## src/rtl/pspwm_pkg.sv

```systemverilog
package pspwm_pkg;

    localparam int NUM_STR = 4;

    // string-configuration codes
    typedef enum logic [2:0] {
        CFG_QUAD     = 3'b000,
        CFG_TRI      = 3'b001,
        CFG_DUO      = 3'b010,
        CFG_SOLO     = 3'b011,
        CFG_PAIRS    = 3'b100,
        CFG_ALL_TIED = 3'b101,
        CFG_TWIN     = 3'b110,
        CFG_CLUSTER  = 3'b111
    } str_cfg_e;

    // phase position of a lane inside the period
    typedef enum logic [2:0] {
        SLOT_ZERO,
        SLOT_QTR,
        SLOT_HALF,
        SLOT_3QTR,
        SLOT_THIRD,
        SLOT_2THIRD
    } slot_e;

    typedef struct packed {
        logic  disp;
        slot_e slot;
    } lane_cfg_t;

endpackage

```

## src/rtl/pspwm_cfg_decode.sv

```systemverilog
module pspwm_cfg_decode
    import pspwm_pkg::*;
(
    input  str_cfg_e                   cfg_i,
    output lane_cfg_t [NUM_STR-1:0]    lane_o
);

    function automatic slot_e quarter_slot(input int k);
        case (k)
            0:       return SLOT_ZERO;
            1:       return SLOT_QTR;
            2:       return SLOT_HALF;
            default: return SLOT_3QTR;
        endcase
    endfunction

    always_comb begin
        // default: every lane is a cluster lane in its quarter slot
        for (int k = 0; k < NUM_STR; k++) begin
            lane_o[k].disp = 1'b0;
            lane_o[k].slot = quarter_slot(k);
        end
        unique case (cfg_i)
            CFG_QUAD: begin
                for (int k = 0; k < NUM_STR; k++) lane_o[k].disp = 1'b1;
            end
            CFG_TRI: begin
                lane_o[0].disp = 1'b1;
                lane_o[1].disp = 1'b1;
                lane_o[1].slot = SLOT_THIRD;
                lane_o[2].disp = 1'b1;
                lane_o[2].slot = SLOT_2THIRD;
            end
            CFG_DUO: begin
                lane_o[0].disp = 1'b1;
                lane_o[1].disp = 1'b1;
                lane_o[1].slot = SLOT_HALF;
            end
            CFG_SOLO: begin
                lane_o[0].disp = 1'b1;
            end
            CFG_PAIRS: begin
                for (int k = 0; k < NUM_STR; k++) begin
                    lane_o[k].disp = 1'b1;
                    lane_o[k].slot = (k < NUM_STR/2) ? SLOT_ZERO : SLOT_HALF;
                end
            end
            CFG_ALL_TIED: begin
                for (int k = 0; k < NUM_STR; k++) begin
                    lane_o[k].disp = 1'b1;
                    lane_o[k].slot = SLOT_ZERO;
                end
            end
            CFG_TWIN: begin
                lane_o[0].disp = 1'b1;
                lane_o[1].disp = 1'b1;
                lane_o[1].slot = SLOT_ZERO;
            end
            CFG_CLUSTER: begin
            end
        endcase
    end

endmodule

```

## src/rtl/pspwm_lane.sv

```systemverilog
module pspwm_lane
    import pspwm_pkg::*;
#(
    parameter int RES_HI = 13,
    parameter int RES_LO = 10
) (
    input  logic [RES_HI-1:0] cnt_i,
    input  logic              hires_i,
    input  slot_e             slot_i,
    input  logic [RES_HI:0]   duty_i,
    output logic              on_o
);

    localparam int P_HI = 1 << RES_HI;
    localparam int P_LO = 1 << RES_LO;

    localparam logic [RES_HI-1:0] MASK_HI  = RES_HI'(P_HI - 1);
    localparam logic [RES_HI-1:0] MASK_LO  = RES_HI'(P_LO - 1);
    localparam logic [RES_HI-1:0] QTR_HI   = RES_HI'(P_HI / 4);
    localparam logic [RES_HI-1:0] QTR_LO   = RES_HI'(P_LO / 4);
    localparam logic [RES_HI-1:0] HALF_HI  = RES_HI'(P_HI / 2);
    localparam logic [RES_HI-1:0] HALF_LO  = RES_HI'(P_LO / 2);
    localparam logic [RES_HI-1:0] TQTR_HI  = RES_HI'(3 * P_HI / 4);
    localparam logic [RES_HI-1:0] TQTR_LO  = RES_HI'(3 * P_LO / 4);
    // power-of-two periods never divide by 3: adding 1 rounds to nearest
    localparam logic [RES_HI-1:0] THIRD_HI = RES_HI'((P_HI + 1) / 3);
    localparam logic [RES_HI-1:0] THIRD_LO = RES_HI'((P_LO + 1) / 3);
    localparam logic [RES_HI-1:0] TTHR_HI  = RES_HI'((2 * P_HI + 1) / 3);
    localparam logic [RES_HI-1:0] TTHR_LO  = RES_HI'((2 * P_LO + 1) / 3);

    logic [RES_HI-1:0] offset;
    logic [RES_HI-1:0] mask;
    logic [RES_HI-1:0] phase;

    always_comb begin
        unique case (slot_i)
            SLOT_QTR:    offset = hires_i ? QTR_HI   : QTR_LO;
            SLOT_HALF:   offset = hires_i ? HALF_HI  : HALF_LO;
            SLOT_3QTR:   offset = hires_i ? TQTR_HI  : TQTR_LO;
            SLOT_THIRD:  offset = hires_i ? THIRD_HI : THIRD_LO;
            SLOT_2THIRD: offset = hires_i ? TTHR_HI  : TTHR_LO;
            default:     offset = '0;
        endcase
        mask  = hires_i ? MASK_HI : MASK_LO;
        phase = (cnt_i - offset) & mask;
        on_o  = {1'b0, phase} < duty_i;
    end

endmodule

```

## src/rtl/pspwm_gen.sv

```systemverilog
module pspwm_gen
    import pspwm_pkg::*;
#(
    parameter int RES_HI = 13,
    parameter int RES_LO = 10
) (
    input  logic                            clk,
    input  logic                            rst_n,
    input  logic [2:0]                      str_cfg_i,
    input  logic                            hires_i,
    input  logic [RES_HI:0]                 disp_duty_i,
    input  logic [NUM_STR-1:0][RES_HI:0]    clus_duty_i,
    input  logic [NUM_STR-1:0]              clus_en_i,
    output logic [NUM_STR-1:0]              pwm_o
);

    localparam int CW = RES_HI;
    localparam int DW = RES_HI + 1;
    localparam logic [CW-1:0] LAST_HI = CW'((1 << RES_HI) - 1);
    localparam logic [CW-1:0] LAST_LO = CW'((1 << RES_LO) - 1);

    typedef struct packed {
        logic [CW-1:0]              cnt;
        logic [2:0]                 cfg;
        logic                       hires;
        logic [DW-1:0]              dduty;
        logic [NUM_STR-1:0][DW-1:0] cduty;
        logic [NUM_STR-1:0]         cen;
        logic [NUM_STR-1:0]         pwm;
    } state_t;

    state_t st_d, st_q;

    lane_cfg_t [NUM_STR-1:0]    lane_cfg;
    logic [NUM_STR-1:0][DW-1:0] lane_duty;
    logic [NUM_STR-1:0]         lane_on;
    logic                       wrap;

    pspwm_cfg_decode u_decode (
        .cfg_i  (str_cfg_e'(st_q.cfg)),
        .lane_o (lane_cfg)
    );

    always_comb begin
        for (int k = 0; k < NUM_STR; k++) begin
            if (lane_cfg[k].disp)
                lane_duty[k] = st_q.dduty;
            else if (st_q.cen[k])
                lane_duty[k] = st_q.cduty[k];
            else
                lane_duty[k] = '0;
        end
    end

    for (genvar g = 0; g < NUM_STR; g++) begin : g_lane
        pspwm_lane #(
            .RES_HI (RES_HI),
            .RES_LO (RES_LO)
        ) u_lane (
            .cnt_i   (st_q.cnt),
            .hires_i (st_q.hires),
            .slot_i  (lane_cfg[g].slot),
            .duty_i  (lane_duty[g]),
            .on_o    (lane_on[g])
        );
    end

    always_comb begin
        st_d     = st_q;
        wrap     = st_q.cnt == (st_q.hires ? LAST_HI : LAST_LO);
        st_d.cnt = wrap ? '0 : st_q.cnt + 1'b1;
        if (wrap) begin
            st_d.cfg   = str_cfg_i;
            st_d.hires = hires_i;
            st_d.dduty = disp_duty_i;
            st_d.cduty = clus_duty_i;
            st_d.cen   = clus_en_i;
        end
        st_d.pwm = lane_on;
    end

    always_ff @(posedge clk) begin
        if (!rst_n)
            st_q <= '0;
        else
            st_q <= st_d;
    end

    assign pwm_o = st_q.pwm;

endmodule

```

## config.mk

```make
export PLATFORM = sky130hd
export DESIGN_NAME = pspwm_gen
export DESIGN_NICKNAME = d
export VERILOG_FILES = /design/src/rtl/pspwm_pkg.sv /design/src/rtl/pspwm_cfg_decode.sv /design/src/rtl/pspwm_lane.sv /design/src/rtl/pspwm_gen.sv
export SDC_FILE = /design/constraint.sdc
export NUM_CORES = 1
export LEC_CHECK = 0
export BUFFER_PORTS_ARGS = -buffer_cell sky130_fd_sc_hd__buf_2
export CAP_MARGIN = 20
export CORE_AREA = 2 2 114 116
export DETAILED_ROUTE_END_ITERATION = 8
export DIE_AREA = 0 0 116 118
export PLACE_DENSITY = 0.83
export SLEW_MARGIN = 15
export SYNTH_ARGS = -nofsm -noshare
export SYNTH_HDL_FRONTEND = slang
export SYNTH_SLANG_ARGS = --single-unit
```

## constraint.sdc

```tcl
create_clock -name clk -period 6.1 [get_ports clk]
set_clock_uncertainty 0.2 [all_clocks]
set_input_delay 1.22 -clock clk [delete_from_list [all_inputs] [get_ports clk]]
set_output_delay 1.22 -clock clk [all_outputs]
set_load 0.02 [all_outputs]
```

==> flow_summary.ini <==
[status]
outcome = complete, no violations

[global_routing]
globalRouteMet1Util = 0.352
grt_most_used_layer = met2
track_usage = 0.263
antenna_found_initial = 0
grtUsageMet2 = 0.416
grt.met3_usage = 0.0381
grt_start_max_net_pins = 79
globalRouteOverflowTotal = 0
first_global_vias = 5940
first_pass_grt_wire_length_microns = 28500

[power_and_ir_drop]
power_density_mw_per_mm2 = 178
clock_power_share = 0.428
p_leak_nw = 3.17
swShare = 0.236
sequentialPowerShare = 0.471
power.net_switching_w = 0.000315
ir_drop_uv = 152
p_comb_frac = 0.101
power.internal_w = 0.00102

[sta]
max_clock_freq_mhz = 219
grt_setup_unrepaired = false
timing.setup.tns_ps = 0
timing.slew.headroom = 0.372
final_setup_fails = 0
slew_violations = 0
report.final.hold_viol_count = 0
fin_hold_ws_ps = 250
max_slew.worst_pin.slew_ps = 942
finalCriticalPeriod_ps = 4560
timing.final.crit_share = 0.747

[routing]
routedWlPerCell_microns = 15.7
detail-route-antenna-nets = 0
drt_first_iter_violations = 513
detail_route.drc_violations = 0
routed_via_density = 5.77
wirelength_microns = 17400
via_count = 6386
drtPass1Iterations = 5

[cells_and_area]
fillCellCount = 1160
final_nets = 1094
antenna_cells = 0
area_used_by_sequential_logic_in_the_layout_sq_mm = 0.00190
multiInputGateArea_sq_mm = 0.00459
flow.area_growth_from_synthesis_pct = 10.7
drive_above_1_share = 0.126

[critical_path]
timing.critical_path.max_delay_family = simple AND/OR/NAND/NOR gates
critical_path.slowest_cell = sky130_fd_sc_hd__dfxtp_1
cp_cell_sequence = nand2b_1 -> nor2_1 -> inv_1 -> ha_1 -> inv_1 -> or3_1 -> ha_1 -> nor2b_1 -> o31a_1 -> o211ai_2 -> nand2_1 -> a21oi_1 -> xnor2_1 -> ha_1 -> nand4_1 -> nor3_1 -> a211oi_1 -> o21ai_1 -> a31oi_1
crit_type = flip-flop to flip-flop
cp_data_required_time_ps = 6140
cp_capture_type = flip-flop
timing.critical_path.from_type = flip-flop
cp.arrival_ps = 4590
critical_path.max_fanout = 11
critical_path.n_buffers_inverters = 2
worst_path_largest_cell_delay_ps = 520
cell_type_with_the_highest_occurrence_count_on_the_critical_path = sky130_fd_sc_hd__ha_1

[clock_network]
postCtsSetupRepairBufs = 0
cts_hold_buffers = 0
number_of_levels_the_h_tree_was_split_into = 3
number_of_clock_buffers_inserted_by_tritoncts = 9
cts.clk_slew.worst_paths_ps = 70
clkSinkCount = 95
worst_skew_pair.late_latency_ps = 350
clock_tree.buffer_depth = 2
post_cts.resized_instances = 0
cts_tree = built
cts.root.buffer_cell = sky130_fd_sc_hd__clkbuf_16

[synth]
yosysWarnings = 0
synth_cells = 881
synthDominantCellAreaShare = 0.280
yosysUniqueCellTypes = 64
post_synth.cell_area_avg_sq_um = 7.71
mappedNetlistNets = 1046
synth.top_cells.by_count = sky130_fd_sc_hd__nand2_1, sky130_fd_sc_hd__a21oi_1, sky130_fd_sc_hd__dfxtp_1
ys.flop_type = sky130_fd_sc_hd__dfxtp_1
synth_sequential_area_ratio = 0.280
syn_area_sq_mm = 0.00680
yosys.cell_count.top_type = sky130_fd_sc_hd__nand2_1
number_of_flip_flops_and_latches_in_the_synthesized_netlist = 95
synth.top_cells.by_area = sky130_fd_sc_hd__dfxtp_1, sky130_fd_sc_hd__ha_1, sky130_fd_sc_hd__nand2_1
synth_async_sr_flop_share = 0
post_synth_edffs = 0
yosysTopAreaCell = sky130_fd_sc_hd__dfxtp_1

[placement]
port_buffers = 83
gp_congestion = 0.968
hpwlAfterDp_microns = 12500

[hold_path]
timing.hold.worst.class = flip-flop to flip-flop

[floorplan]
floorplan.initialDensity = 0.547
pin_count = 84
core_area_sq_mm = 0.0124
die_x_microns = 116
die_height_microns = 118
placementRows = 41
die_area_sq_mm = 0.0137

[run]
max_cap_viol_count = 0
[final timing paths]
check                                            from                     to  slack (ps)  depth (start not counted)
worst max-delay path            st_q[80]$_SDFFE_PN0P_    pwm_o[1]$_SDFF_PN0_        1540                         19
worst min register to register  st_q[28]$_SDFFE_PN0P_  st_q[28]$_SDFFE_PN0P_         250                          2
worst max register to register  st_q[80]$_SDFFE_PN0P_    pwm_o[1]$_SDFF_PN0_        1540                         19
worst min-delay path            st_q[28]$_SDFFE_PN0P_  st_q[28]$_SDFFE_PN0P_         250                          2
[cells by family after synthesis]
family	share of synthesized area
DFF	0.280
buffers and inverters	0.0457
AOI/OAI and AO/OA	0.223
xor gates and xnor gates	0.0387
adders and majority gates	0.160
muxes	0.00755
other	0.000552
and+or+nand+nor	0.245
[layer usage]
| layer | vias to the layer above | share of wire | wire [microns] |
|---|---|---|---|
| li1 | 3161 | - | - |
| met1 | 2950 | 0.43 | 7460 |
| met2 | 225 | 0.45 | 7870 |
| met3 | 50 | 0.076 | 1320 |
| met4 | 0 | 0.041 | 720 |
| met5 | - | 0 | 0 |
[power groups by stage]
stage          Clock [W]  Combinational [W]  Sequential (W)
5_1_grt         0.000603           0.000152        0.000629
6_report        0.000573           0.000135        0.000629
3_3_place_gp           0           0.000130        0.000643
4_1_cts         0.000579           0.000135        0.000629
2_1_floorplan          0          0.0000908        0.000640
3_5_place_dp           0           0.000132        0.000643
[per-stage QoR]
stage / instance area (sq um) / std cells / util / worst slack (ps) / power, W
after CTS: 7520 / 1106 / 0.606 / 1610 / 0.00134
after floorplan: 6800 / 881 / - / 2090 / 0.000731
after global routing: 7520 / 1106 / 0.606 / 1190 / 0.00138
final: 7520 / 1106 / 0.606 / 1540 / 0.00134
after global placement: 7220 / 1090 / 0.582 / 1810 / 0.000773
after detailed placement: 7220 / 1090 / 0.582 / 1650 / 0.000775
[tightest hold or removal path, cell delays in order, from the launching register on]
cell and delay [ps]:
sky130_fd_sc_hd__dfxtp_1 310, sky130_fd_sc_hd__nand2_1 50, sky130_fd_sc_hd__a21boi_1 50
[cell type report]
class / count / area share
Clock buffer: 11 / 0.0323
Timing Repair Buffer: 87 / 0.0592
Sequential cell: 95 / 0.253
Multi-Input combinational cell: 716 / 0.610
Tap cell: 172 / 0.0286
Inverter: 20 / 0.00998
Clock inverter: 5 / 0.00748
[placed cells by master, fill, tap and decap left out, types with 20 or more instances in the layout]
cell,n
sky130_fd_sc_hd__nor2_1,40
sky130_fd_sc_hd__a21boi_1,28
sky130_fd_sc_hd__nand2_1,192
sky130_fd_sc_hd__a21boi_0,31
sky130_fd_sc_hd__a21oi_1,96
sky130_fd_sc_hd__and3_1,30
sky130_fd_sc_hd__buf_2,83
sky130_fd_sc_hd__nor2b_1,20
sky130_fd_sc_hd__dfxtp_1,95
sky130_fd_sc_hd__ha_1,82
[state kept, by name, indices dropped and copies added, names as in the netlist]
name   cells
pwm_o      4
st_q      91
Note: power is estimated with default switching activity, not from simulation.
